**src/rtl/scl_pkg.sv**
```systemverilog
package scl_pkg;

  localparam int unsigned SCL_CNT_W       = 6;
  localparam int unsigned SCL_PERIOD      = 52;
  localparam int unsigned SCL_ALIGN_LINES = 2;
  localparam logic [7:0]  SCL_IO_PAGE     = 8'h7F;

  typedef enum logic [1:0] {
    LEV_NONE  = 2'd0,
    LEV_COUNT = 2'd1,
    LEV_ALIGN = 2'd2
  } line_evt_e;

endpackage

```
**src/rtl/scl_edge_det.sv**
```systemverilog
module scl_edge_det #(
  parameter bit RISING = 1'b1
) (
  input  logic clk,
  input  logic rst_n,
  input  logic sig,
  output logic pulse
);
  logic prev_q;

  always_ff @(posedge clk) begin
    if (!rst_n) prev_q <= 1'b0;
    else        prev_q <= sig;
  end

  generate
    if (RISING) begin : g_rise
      assign pulse = sig & ~prev_q;
    end else begin : g_fall
      assign pulse = prev_q & ~sig;
    end
  endgenerate
endmodule

```
**src/rtl/scl_io_match.sv**
```systemverilog
module scl_io_match #(
  parameter logic [7:0] PAGE = 8'h7F
) (
  input  logic       valid,
  input  logic [7:0] addr_hi,
  input  logic [7:0] data,
  output logic       hit
);
  logic page_ok, func_ok, clr_bit;

  always_comb begin
    page_ok = (addr_hi == PAGE);
    func_ok = (data[7:6] == 2'b10);
    clr_bit = data[4];
    hit     = valid & page_ok & func_ok & clr_bit;
  end
endmodule

```
**src/rtl/scl_frame_align.sv**
```systemverilog
module scl_frame_align
  import scl_pkg::*;
#(
  parameter int unsigned ALIGN_LINES = SCL_ALIGN_LINES
) (
  input  logic      clk,
  input  logic      rst_n,
  input  logic      vs_rise,
  input  logic      hs_fall,
  output line_evt_e evt
);
  localparam int unsigned LW = $clog2(ALIGN_LINES + 1);
  localparam logic [LW-1:0] ARM_VAL = LW'(ALIGN_LINES);
  localparam logic [LW-1:0] ONE     = LW'(1);

  logic [LW-1:0] left_q;
  logic          last_line;

  assign last_line = (left_q == ONE) && !vs_rise;

  always_ff @(posedge clk) begin
    if (!rst_n) begin
      left_q <= '0;
    end else if (vs_rise) begin
      left_q <= ARM_VAL;
    end else if (hs_fall && left_q != '0) begin
      left_q <= left_q - ONE;
    end
  end

  always_comb begin
    evt = LEV_NONE;
    if (hs_fall) evt = last_line ? LEV_ALIGN : LEV_COUNT;
  end
endmodule

```
**src/rtl/scl_line_divider.sv**
```systemverilog
module scl_line_divider
  import scl_pkg::*;
#(
  parameter int unsigned CNT_W  = SCL_CNT_W,
  parameter int unsigned PERIOD = SCL_PERIOD
) (
  input  logic             clk,
  input  logic             rst_n,
  input  line_evt_e        evt,
  input  logic             ack,
  input  logic             sw_clr,
  output logic [CNT_W-1:0] cnt,
  output logic             irq
);
  localparam logic [CNT_W-1:0] LAST = CNT_W'(PERIOD - 1);
  localparam logic [CNT_W-1:0] HALF = CNT_W'(1) << (CNT_W - 1);
  localparam logic [CNT_W-1:0] STEP = CNT_W'(1);

  logic [CNT_W-1:0] cnt_q, cnt_n;
  logic             irq_q, irq_n;

  always_comb begin
    cnt_n = cnt_q;
    irq_n = irq_q;
    if (ack) begin
      cnt_n[CNT_W-1] = 1'b0;
      irq_n          = 1'b0;
    end
    unique case (evt)
      LEV_COUNT: begin
        if (cnt_n == LAST) begin
          cnt_n = '0;
          irq_n = 1'b1;
        end else begin
          cnt_n = cnt_n + STEP;
        end
      end
      LEV_ALIGN: begin
        if (cnt_n >= HALF) irq_n = 1'b1;
        cnt_n = '0;
      end
      default: ;
    endcase
    if (sw_clr) begin
      cnt_n = '0;
      irq_n = 1'b0;
    end
  end

  always_ff @(posedge clk) begin
    if (!rst_n) begin
      cnt_q <= '0;
      irq_q <= 1'b0;
    end else begin
      cnt_q <= cnt_n;
      irq_q <= irq_n;
    end
  end

  assign cnt = cnt_q;
  assign irq = irq_q;
endmodule

```
**src/rtl/scanline_irq_gen.sv**
```systemverilog
module scanline_irq_gen
  import scl_pkg::*;
#(
  parameter int unsigned CNT_W         = SCL_CNT_W,
  parameter int unsigned LINES_PER_IRQ = SCL_PERIOD,
  parameter int unsigned ALIGN_LINES   = SCL_ALIGN_LINES,
  parameter logic [7:0]  IO_PAGE       = SCL_IO_PAGE
) (
  input  logic       clk,
  input  logic       rst_n,
  input  logic       hsync,
  input  logic       vsync,
  input  logic       int_ack,
  input  logic       io_valid,
  output logic       io_ready,
  input  logic [7:0] io_addr_hi,
  input  logic [7:0] io_data,
  output logic       irq
);
  logic             hs_fall, vs_rise, sw_clr;
  line_evt_e        evt;
  logic [CNT_W-1:0] line_cnt;

  assign io_ready = 1'b1;

  scl_edge_det #(.RISING(1'b0)) u_hs_edge (
    .clk(clk), .rst_n(rst_n), .sig(hsync), .pulse(hs_fall)
  );

  scl_edge_det #(.RISING(1'b1)) u_vs_edge (
    .clk(clk), .rst_n(rst_n), .sig(vsync), .pulse(vs_rise)
  );

  scl_io_match #(.PAGE(IO_PAGE)) u_io (
    .valid(io_valid), .addr_hi(io_addr_hi), .data(io_data), .hit(sw_clr)
  );

  scl_frame_align #(.ALIGN_LINES(ALIGN_LINES)) u_align (
    .clk(clk), .rst_n(rst_n), .vs_rise(vs_rise), .hs_fall(hs_fall), .evt(evt)
  );

  scl_line_divider #(.CNT_W(CNT_W), .PERIOD(LINES_PER_IRQ)) u_div (
    .clk(clk), .rst_n(rst_n), .evt(evt), .ack(int_ack), .sw_clr(sw_clr),
    .cnt(line_cnt), .irq(irq)
  );
endmodule

```
**config.mk**
```make
export PLATFORM = sky130hd
export DESIGN_NAME = scanline_irq_gen
export DESIGN_NICKNAME = d
export VERILOG_FILES = /design/src/rtl/scl_pkg.sv /design/src/rtl/scl_edge_det.sv /design/src/rtl/scl_io_match.sv /design/src/rtl/scl_frame_align.sv /design/src/rtl/scl_line_divider.sv /design/src/rtl/scanline_irq_gen.sv
export SDC_FILE = /design/constraint.sdc
export NUM_CORES = 1
export LEC_CHECK = 0
export BUFFER_PORTS_ARGS = -buffer_cell sky130_fd_sc_hd__buf_4
export CORE_MARGIN = 2
export CORE_UTILIZATION = 44
export DETAILED_ROUTE_END_ITERATION = 8
export HOLD_SLACK_MARGIN = 0.08
export PLACE_DENSITY = 0.73
export SETUP_SLACK_MARGIN = 0.15
export SLEW_MARGIN = 10
export SYNTH_ARGS = -nofsm -noshare
export SYNTH_HDL_FRONTEND = slang
export SYNTH_HIERARCHICAL = 1
export SYNTH_SLANG_ARGS = --single-unit
export TNS_END_PERCENT = 30
```
**constraint.sdc**
```tcl
create_clock -name clk -period 2.18 [get_ports clk]
set_clock_uncertainty 0.15 [all_clocks]
set_input_delay 0.654 -clock clk [delete_from_list [all_inputs] [get_ports clk]]
set_output_delay 0.654 -clock clk [all_outputs]
set_load 0.005 [all_outputs]
```
-- After elaboration in Yosys (flattened, before gate mapping)
Cells that the tools add are included.
- register bits: 11
- bits of input ports: 22
- output and inout port bits: 2
- logic and storage cells: 43
- add/sub/neg operators: 2
- order comparisons: 1
- eq/ne operators: 6
- muxes and demuxes: 11
- bitwise operators: 8
- reductions and logical operators: 8
- operator list (operator ; count):
    6-bit case mux with 2 select lines ; 1
    8-bit by 7-bit == test with 1-bit output, second input constant ; 1
    2-bit 2-to-1 mux ; 4
    6-bit by 1-bit adder with 6-bit output, second input constant ; 1
    6-bit == test, second input constant ; 1
    6-bit >= comparator, second input constant ; 1
    6-bit 2-to-1 mux ; 1
    2-bit nonzero test ; 3
    1-bit AND ; 5
    2-bit by 1-bit == test with 1-bit output, second input constant ; 2
    2-bit == test, second input constant ; 2
    1-bit 2-to-1 mux ; 4
    2-bit OR reduction ; 2
    1-bit inverter ; 3
    1-bit logical AND ; 2
    1-bit case mux with 2 select lines ; 1
    2-bit by 1-bit subtractor with 2-bit output, second input constant ; 1
    1-bit zero test ; 1

-- Depth between registers and ports, before layout
Gate-level depths: netlist (run 1).
- depth after elaboration: 8
- mapped depth: 9

-- Hierarchy
The synthesis (run 1) kept the hierarchy.
- modules (own cells, without submodules) (module ; instances ; cells an instance ; area an instance (µm²)):
    scl_line_divider ; 1 ; 59 ; 470.5
    scl_frame_align ; 1 ; 15 ; 152.6
    scl_edge_det at u_vs_edge ; 1 ; 3 ; 40.0
    scl_edge_det at u_hs_edge ; 1 ; 3 ; 36.3
    scl_io_match ; 1 ; 4 ; 33.8
    scanline_irq_gen ; 1 ; 2 ; 11.3

-- Least setup slack after synthesis (run 1)
Ideal clock, no wire load.
- path type: input to register
- start point: input port vsync
- end point: register u_div.cnt_q[2], in the netlist u_div/cnt[2]
- data arrival time: 2044 ps
- data required time: 1960 ps
- path slack: -84 ps
- stages: 9
- buffers on the path: 1
- cells stage by stage: nor2b_4 > inv_1 > a21boi_0 > inv_1 > ha_1 > buf_2 > nor3b_1 > o211ai_1 > a21oi_1
- cells in the longest elaborated chain, start to end: 7
- elaborated cells on any way between the ends: 9
- classes of those cells: eq/ne (2); mux (3); bitwise (1); reduce/logical (3)
- RTL lines (element ; RTL line ; source):
    start, declared ; scanline_irq_gen.sv:12 ; input logic vsync,
    1-bit AND (*) ; scl_edge_det.sv:18 ; assign pulse = sig & ~prev_q;
    1-bit zero test (*) ; scl_frame_align.sv:19 ; assign last_line = (left_q == ONE) && !vs_rise;
    1-bit logical AND (*) ; scl_frame_align.sv:19 ;
    2-bit 2-to-1 mux (*) (2 in a row) ; scl_frame_align.sv:33 ; if (hs_fall) evt = last_line ? LEV_ALIGN : LEV_COUNT;
    named net evt[0] ; scanline_irq_gen.sv:21 ; line_evt_e evt;
    2-bit == test or 2-bit by 1-bit == test with 1-bit output (tied branches) ; scl_line_divider.sv:29 ; unique case (evt)
    6-bit case mux with 2 select lines or 2-bit nonzero test (tied branches) ; -- ;
    end signal, assigned ; scl_line_divider.sv:55 ; cnt_q <= cnt_n;
    end, declared ; scl_line_divider.sv:19 ; logic [CNT_W-1:0] cnt_q, cnt_n;
The timed path passes the listed nets; every way through them passes the cells marked *.
A chain may end at the register's enable or synchronous reset.

-- Worst setup path after layout (run 1)
- start point: input port hsync
- end point: register u_div.cnt_q[5], in the netlist u_div/cnt[5]
- cells in the longest elaborated chain, start to end: 5
- elaborated cells on any way between the ends: 6
- classes of those cells: eq/ne (2); mux (2); bitwise (2)
- RTL lines (element ; RTL line ; source):
    start, declared ; scanline_irq_gen.sv:11 ; input logic hsync,
    1-bit inverter (*) ; scl_edge_det.sv:20 ; assign pulse = prev_q & ~sig;
    1-bit AND (*) ; scl_edge_det.sv:20 ;
    named net hs_fall ; scanline_irq_gen.sv:20 ; logic hs_fall, vs_rise, sw_clr;
    2-bit 2-to-1 mux (*) ; scl_frame_align.sv:33 ;
    named net evt[0] ; scanline_irq_gen.sv:21 ;
    2-bit == test or 2-bit by 1-bit == test with 1-bit output (tied branches) ; scl_line_divider.sv:29 ;
    6-bit case mux with 2 select lines (*) ; scl_line_divider.sv:29 ;
Marks and branches as above.

==> flow_summary.json, run 1 <==
{
  "status": "complete, no violations",
  "synth-async-reset-ratio_pct": 0,
  "fp.dieW_um": 45.14,
  "clock.fmax_ghz": 0.5030,
  "postLayoutCoreUtil_pct": 61.93,
  "highest_layer": "met4",
  "p_per_area_mw_per_mm2": 429.6,
  "synth_area_per_cell_um2": 8.657,
  "netlist_area_um2": 744.5,
  "post_drt_via_cell_ratio": 5.419,
  "fp-row-count": 14,
  "synth.distinct_cells": 33,
  "vias": 672,
  "synth_top_area_cell": "dfxtp_1",
  "fin_area_um2": 954.7,
  "ant_nets": 0,
  "dp_slack_ns": -0.09923,
  "synthXorXnorAreaFrac_pct": 1.176,
  "yosys_warnings": 6,
  "wl_met1_um": 658,
  "firstDrtPassIters": 3,
  "placed_area_um2": 925.9,
  "max-cap-violations": 0,
  "remaining_drc_errors": 0,
  "dr_wl_met3_um": 80,
  "antenna_cells": 0,
  "synthAdderAreaFrac_pct": 10.08,
  "synth_mux_area_share_pct": 0,
  "io_buffers": 17,
  "clockBufferDepth": 2,
  "fin_nets": 137,
  "synth-seq-area-share_pct": 29.58,
  "synth_compound_area_share_pct": 15.97,
  "ir_worst_vdd_v": 0.0002716,
  "tns_ns": 0,
  "grt_max_degree": 12,
  "synthCells": 86,
  "clk_latency_ns": 0.26,
  "clkSlewWorstSetupHoldPaths_ns": 0.07,
  "final-hold-violation-count": 0,
  "wirelength_um": 1545,
  "antenna_found_initial": 0,
  "tritoncts": "done",
  "fin_crit_sh_pct": 91.20,
  "hpwl_um": 1272,
  "crit_fanout": 11,
  "yosys.area_share.simple_pct": 34.29,
  "synth.area.top_cells": "dfxtp_1, ha_1, o2111ai_1, inv_1, nor3_2",
  "grt_usage_pct": 18.64,
  "area_growth_pct": 28.24,
  "syn-num-nets": 114,
  "synth_top_family_by_area": "simple AND/OR/NAND/NOR gates",
  "p_total_uw": 410.1,
  "worst_ep_arrival_time_ns": 2.04,
  "synthTopCellsByCount": "dfxtp_1, inv_1, ha_1, nand2_1",
  "cts.repair.resized": 0,
  "overflow": 0,
  "drive_above_1_share_pct": 37.96,
  "startpoint_type": "primary input",
  "met2WireLength_um": 799,
  "grt_pass1_wl_um": 2718,
  "die_area_mm2": 0.002037,
  "leakagePower_nw": 0.3793,
  "initial_core_util_pct": 48.30,
  "rsz0062_at_grt": "yes",
  "synth_ff_type": "dfxtp_1",
  "setup_ws_ns": 0.1918,
  "wl_per_cell_um": 12.46,
  "cp-end-kind": "register",
  "hold_path.class": "register to register",
  "drtIter0Drc": 7,
  "fin_crit_ns": 1.988,
  "maxSlewViolCount": 0,
  "globalplace.congestion": 0.7400,
  "r2r_slack_ns": 0.30,
  "first_global_vias": 642,
  "synth_most_common_cell": "dfxtp_1",
  "required_ns": 2.23,
  "cts_setup_buffers": 0,
  "holdBufCountCts": 0,
  "setup_viol": 0,
  "clock-sinks": 11,
  "htreeDepth": 1,
  "core_mm2": 0.001541,
  "cts-buffers-inserted": 3,
  "crit_type": "primary input to register",
  "die_h_um": 45.14,
  "yosysTopAreaCellShare_pct": 29.58,
  "synth-edff-count": 0,
  "clock-root-buffer": "clkbuf_4",
  "io_pins": 24,
  "ys_seq_elements": 11
}
where the power goes:
group	total (mW)	switching [mW]	internal (mW)	leakage, nW
combinational	0.0678	0.0274	0.0403	0.275
sequential	0.208	0.00259	0.205	0.0895
clock	0.135	0.0642	0.0707	0.0150
total	0.410	0.0942	0.316	0.379
worst max-delay path: stages:
cell and delay (ns):
buf_4 0.11, and2b_2 0.22, a21boi_2 0.19, inv_2 0.07, ha_4 0.28, nor4bb_1 0.29, nand4b_1 0.13, nand3_1 0.10
worst paths after layout:
kind / from / to / cells after the start
worst max register to register: u_align/left_q[1] / u_div/cnt[5] / 8
worst min register to register: u_div/irq / u_div/irq / 1
worst max-delay path: hsync / u_div/cnt[5] / 8
worst min-delay path: u_div/irq / u_div/irq / 1
state kept, by name (all words and copies together) (netlist names):
register	flops
u_div/cnt	6
u_align/left_q	2
u_div/irq	1
u_hs_edge/prev_q	1
u_vs_edge/prev_q	1
cells in the final DEF, fill, tap and decap left out, types with 2 or more instances in the layout:
master / count
a31oi_1: 2
inv_2: 3
o2111ai_1: 5
and3_1: 2
ha_1: 4
nand2_1: 6
buf_4: 22
nand2b_1: 3
nor2b_4: 2
inv_1: 7
nor4bb_1: 2
nor2_1: 3
nand4b_1: 3
clkbuf_4: 3
nand3_1: 5
dfxtp_1: 11
a21oi_1: 4
nor3_2: 3
through the flow:
stage | instances | hold slack [ns]
6_report | 124 | 0.3243
5_1_grt | 124 | 0.3450
4_1_cts | 124 | 0.3274
3_5_place_dp | 120 | 0.3094
3_3_place_gp | 120 | 0.3026
2_1_floorplan | 86 | 0.3142
cells by family after synthesis:
kind of cell,after synthesis
AO/OA/AOI/OAI,16
XOR/XNOR,1
adder cells (fa/ha/maj),6
buffers and inverters,14
flip-flops,11
other,1
AND/OR/NAND/NOR,37
cell type report:
class | instances | area (µm²)
fill | 157 | 586.8
inverter | 10 | 37.54
sequential | 11 | 220.2
timing repair buffer | 22 | 165.2
tap | 16 | 20.02
clock buffer | 4 | 26.28
multi-input combinational | 61 | 485.5
per-layer routing:
metal | up-vias | global-route usage, %
met3 | 2 | 6.400
met5 | - | 0
met2 | 17 | 33.14
met1 | 305 | 21.55
met4 | 0 | 3.529
li1 | 348 | -
No activity file was read; power rests on OpenSTA's default activity.
==> inputs of run 2 (changes only) <==
PLACE_DENSITY = 0.74   (was 0.73)
==> run 2 against run 1 <==
  * Combinational power fell by 4.0%
  * Sequential share of layout area rose by 0.21 points
  * Die area unchanged
  * Final cell count fell by 0.81%
  * Design area fell by 0.92%
  * Fmax grew 2.7%
  * Critical path type unchanged
  * Critical endpoint unchanged
  * Largest power group unchanged
==> flow_summary.json, run 2 (synthesis gave the netlist of run 1 again) <==
{
  "fp-row-count": 14,
  "status": "complete, no violations",
  "r2r_start": "u_align/left_q[1]",
  "crit_end": "u_div/cnt[5]",
  "stdcell_count": 123,
  "htreeDepth": 1,
  "cp_cell_sequence": "buf_4 > and2b_2 > a21boi_2 > inv_2 > ha_4 > nor4bb_1 > nand4b_1 > nand3_1",
  "core_mm2": 0.001541,
  "fin_crit_ns": 1.937,
  "path_depth": 8,
  "die_h_um": 45.14,
  "post_drt_via_cell_ratio": 5.423,
  "worst_ep_arrival_time_ns": 2.01,
  "grt_max_degree": 12,
  "antenna_found_initial": 0,
  "max-cap-violations": 0,
  "ir_worst_vdd_v": 0.0003522,
  "cts.repair.resized": 0,
  "rsz0062_at_grt": "no",
  "final-hold-violation-count": 0,
  "fin_crit_sh_pct": 88.83,
  "clock-sinks": 11,
  "p_total_uw": 417.6,
  "holdBufCountCts": 0,
  "crit_slowest_cell": "ha_4",
  "grt_pass1_wl_um": 2566,
  "r2r_cells": 8,
  "drive_above_1_share_pct": 37.38,
  "fill_cells": 141,
  "wirelength_um": 1534,
  "cp-end-kind": "register",
  "fin_nets": 136,
  "grtUsageMet3_pct": 6.000,
  "first_global_vias": 620,
  "largest_register_ffs": 6,
  "io_buffers": 17,
  "r2r_slack_ns": 0.34,
  "io_pins": 24,
  "remaining_drc_errors": 0,
  "ant_nets": 0,
  "required_ns": 2.25,
  "clkSlewWorstSetupHoldPaths_ns": 0.08,
  "grt_usage_pct": 17.52,
  "startpoint_type": "primary input",
  "hold_path.class": "register to register",
  "clockBufferDepth": 2,
  "leakagePower_nw": 0.3784,
  "tritoncts": "done",
  "cts-buffers-inserted": 3,
  "post-place-cells": 119,
  "antenna_cells": 0,
  "overflow": 0,
  "layout_commonest_cell": "buf_4",
  "hpwl_um": 1212,
  "use_met1_pct": 19.22,
  "setup_viol": 0,
  "clock.fmax_ghz": 0.5164,
  "max_stage_delay_ns": 0.28,
  "reg2reg_to": "u_div/cnt[5]",
  "path_buf_inv": 2,
  "grtUsageMet2_pct": 31.43,
  "die_area_mm2": 0.002037,
  "critPathTopFamily": "simple AND/OR/NAND/NOR gates",
  "initial_core_util_pct": 48.30,
  "top_usage_layer": "met2",
  "final_cell_mix": "buf_4, dfxtp_1, inv_1, nand2_1",
  "p_per_area_mw_per_mm2": 441.5,
  "maxSlewViolCount": 0,
  "cts_setup_buffers": 0,
  "cp-startpoint": "hsync",
  "clk_latency_ns": 0.27,
  "vias": 667,
  "crit_type": "primary input to register",
  "fp.dieW_um": 45.14,
  "wl_per_cell_um": 12.47,
  "clock-root-buffer": "clkbuf_4",
  "firstDrtPassIters": 4,
  "drtIter0Drc": 4,
  "crit_fanout": 11,
  "area_growth_pct": 27.06,
  "globalplace.congestion": 0.7416,
  "tns_ns": 0
}
## run 2: worst min path at each step
stage	slack, ns	start	cells past startpoint	to
after floorplan	0.31	u_div/irq	1	u_div/irq
after global placement	0.31	u_div/irq	1	u_div/irq
after detailed placement	0.32	u_div/irq	1	u_div/irq
after CTS	0.34	u_div/irq	1	u_div/irq
after global routing	0.35	u_div/irq	1	u_div/irq
final	0.34	u_div/irq	1	u_div/irq
## run 2: metal layers
layer / up-vias / wire length [µm]
li1: 347 / -
met1: 310 / 651
met2: 8 / 835
met3: 2 / 38
met4: 0 / 7
met5: - / 0
## run 2: area by class of cell
cell class / count / area (µm²) / share of cell area, %
clock buffer: 3 / 22.52 / 2.381
clock inverter: 1 / 5.005 / 0.5291
inverter: 10 / 37.54 / 3.968
multi-input combinational: 61 / 483.0 / 51.06
sequential: 11 / 220.2 / 23.28
tap: 16 / 20.02 / 2.116
timing repair buffer: 21 / 157.7 / 16.67
## run 2: report_power, final
part           internal, mW  switching [mW]
sequential            0.205         0.00260
clock                0.0680          0.0771
combinational        0.0388          0.0263
## run 2: stage by stage
stage	hold slack [ns]	area, µm²	utilization [%]	setup slack [ns]
CTS	0.3413	945.9	61.36	0.2355
detailed placement	0.3197	918.4	59.58	-0.06560
floorplan	0.3142	772.0	-	0.1527
global route	0.3516	945.9	61.36	0.1537
finish	0.3426	945.9	61.36	0.2434
global placement	0.3050	918.4	59.58	-0.04037
==> inputs of run 3 (changes only) <==
CORE_UTILIZATION = 42   (was 44)
GPL_TIMING_DRIVEN = 0   (was unset)
PLACE_DENSITY = 0.73   (was 0.74)
SYNTH_HIERARCHICAL = unset   (was 1)
==> run 3 against run 2 <==
  * Flip-flop and latch count is the same
  * Highest routed layer unchanged
  * Total power shrank 3.1%
  * Area after synthesis shrank 11%
  * Non-clock buffer count shrank 1
  * Clock power shrank 6%
  * Largest power group unchanged
  * Critical path depth shrank 4
  * Worst setup slack gained 0.35 ns
  * Count of clock-buffer cells in the layout grew 1
==> flow_summary.json, run 3 <==
{
  "final-hold-violation-count": 0,
  "placed_area_um2": 810.8,
  "layout_commonest_cell": "buf_4",
  "grt_usage_pct": 16.20,
  "grtUsageMet2_pct": 30.59,
  "htreeDepth": 1,
  "synth.distinct_cells": 29,
  "maxSlewViolCount": 0,
  "area_growth_pct": 26.23,
  "worst_ep_arrival_time_ns": 1.57,
  "multiInputGateArea_um2": 397.9,
  "hp-start": "u_div.cnt[0]",
  "final_cell_mix": "buf_4, dfxtp_1, a21oi_1, nand3_1",
  "cts-buffers-inserted": 3,
  "slew_headroom_pct": 60.88,
  "synth-async-reset-ratio_pct": 0,
  "fin_nets": 120,
  "cts.repair.resized": 0,
  "clkSlewWorstSetupHoldPaths_ns": 0.07,
  "p_per_area_mw_per_mm2": 483.6,
  "first_global_vias": 592,
  "antenna_cells": 0,
  "synthCells": 72,
  "crit_fanout": 7,
  "fin_hold_ws_ns": 0.3464,
  "worst_pin_slew_ns": 0.5832,
  "clock.fmax_ghz": 0.6285,
  "required_ns": 2.16,
  "grt_max_degree": 11,
  "dp_slack_ns": 0.2992,
  "synthTopCellsByCount": "dfxtp_1, a21oi_1, nand3_1",
  "r2r_start": "u_div.cnt[1]",
  "drtIter0Drc": 6,
  "fp.dieW_um": 43.74,
  "max-cap-violations": 0,
  "synth_top_area_cell": "dfxtp_1",
  "post_drt_via_cell_ratio": 5.385,
  "fill_cells": 123,
  "io_pins": 24,
  "die_h_um": 43.74,
  "overflow": 0,
  "antenna_found_initial": 0,
  "fin_crit_sh_pct": 72.99,
  "fin_crit_ns": 1.591,
  "r2r_cells": 5,
  "grtUsageMet3_pct": 3.750,
  "drive_above_1_share_pct": 32.26,
  "synth-edff-count": 0,
  "syn-num-nets": 98,
  "remaining_drc_errors": 0,
  "status": "complete, no violations",
  "synth_most_common_cell": "dfxtp_1",
  "leakagePower_nw": 0.3566,
  "synth_ff_type": "dfxtp_1",
  "tns_ns": 0,
  "ir_worst_vdd_v": 0.0002698,
  "fin_area_um2": 837.1,
  "hpwl_um": 1047,
  "clk_latency_ns": 0.26,
  "use_met1_pct": 15.78,
  "synth_area_per_cell_um2": 9.210,
  "netlist_area_um2": 663.1,
  "cp-startpoint": "io_addr_hi[7]",
  "ant_nets": 0,
  "cp-end-kind": "register",
  "clock-sinks": 11,
  "hold_path.class": "register to register",
  "tritoncts": "done",
  "synth-seq-area-share_pct": 33.21,
  "firstDrtPassIters": 6,
  "whs_path_depth": 2,
  "largest_register_ffs": 6,
  "initial_core_util_pct": 44.54,
  "seq_area_um2": 220.2,
  "fp-row-count": 14,
  "core_mm2": 0.001489,
  "r2r_slack_ns": 0.76,
  "wl_per_cell_um": 11.89,
  "grt_pass1_wl_um": 2263,
  "io_buffers": 17,
  "globalplace.congestion": 0.7312,
  "vias": 587,
  "holdBufCountCts": 0,
  "ys_seq_elements": 11,
  "die_area_mm2": 0.001913,
  "clockBufferDepth": 2,
  "cts_setup_buffers": 0,
  "startpoint_type": "primary input",
  "setup_viol": 0,
  "crit_type": "primary input to register",
  "clock-root-buffer": "clkbuf_4",
  "setup_ws_ns": 0.5889,
  "wirelength_um": 1296,
  "synth.area.top_cells": "dfxtp_1, ha_1, a21oi_1, nand4b_1, nand3_1",
  "rsz0062_at_grt": "no",
  "top_usage_layer": "met2",
  "yosysTopAreaCellShare_pct": 33.21,
  "yosys_warnings": 0
}
## run 3: worst max-delay path, stage by stage
cell and delay (ns):
buf_4 0.11, nand4b_1 0.18, o31ai_2 0.54, nor2_1 0.10
## run 3: cells by family (layout without fill, tap and decap cells)
kind of cell | Yosys count | in the layout | synth area share [%]
AO/OA/AOI/OAI | 19 | 19 | 21.32
XOR/XNOR | 1 | 1 | 1.321
adder cells (fa/ha/maj) | 4 | 4 | 7.547
buffers and inverters | 7 | 28 | 6.792
flip-flops | 11 | 11 | 33.21
other | 1 | 1 | 0.5655
AND/OR/NAND/NOR | 29 | 29 | 29.24
## run 3: final timing paths
kind                                      to
worst max register to register  u_div.cnt[3]
worst max-delay path               u_div.irq
worst min-delay path            u_div.cnt[0]
worst min register to register  u_div.cnt[0]
## run 3: area by class of cell
type / instances / share of cell area [%]
inverters: 4 / 1.794
repair buffers: 17 / 15.25
multi-input cells: 54 / 47.53
well taps: 16 / 2.392
flip-flops and latches: 11 / 26.31
plain buffers: 3 / 3.587
clock buffers: 4 / 3.139
## run 3: per-layer routing
metal | part of all wire (%) | up-vias
li1 | - | 305
met1 | 43 | 257
met4 | 1.2 | 0
met2 | 50 | 23
met3 | 5.7 | 2
met5 | 0 | -
## run 3: stage by stage
stage	std cells	total power [mW]	utilization (%)
after floorplan	72	0.2431	-
after global placement	105	0.2718	54.45
after detailed placement	105	0.2735	54.45
after CTS	109	0.4152	56.22
after global routing	109	0.4299	56.22
final	109	0.4048	56.22
## run 3: where the power goes
| part | switching [mW] | total [mW] | internal (mW) |
|---|---|---|---|
| logic | 0.0249 | 0.0594 | 0.0345 |
| clock network | 0.0656 | 0.136 | 0.0707 |
| registers | 0.00319 | 0.209 | 0.206 |
| total | 0.0937 | 0.405 | 0.311 |
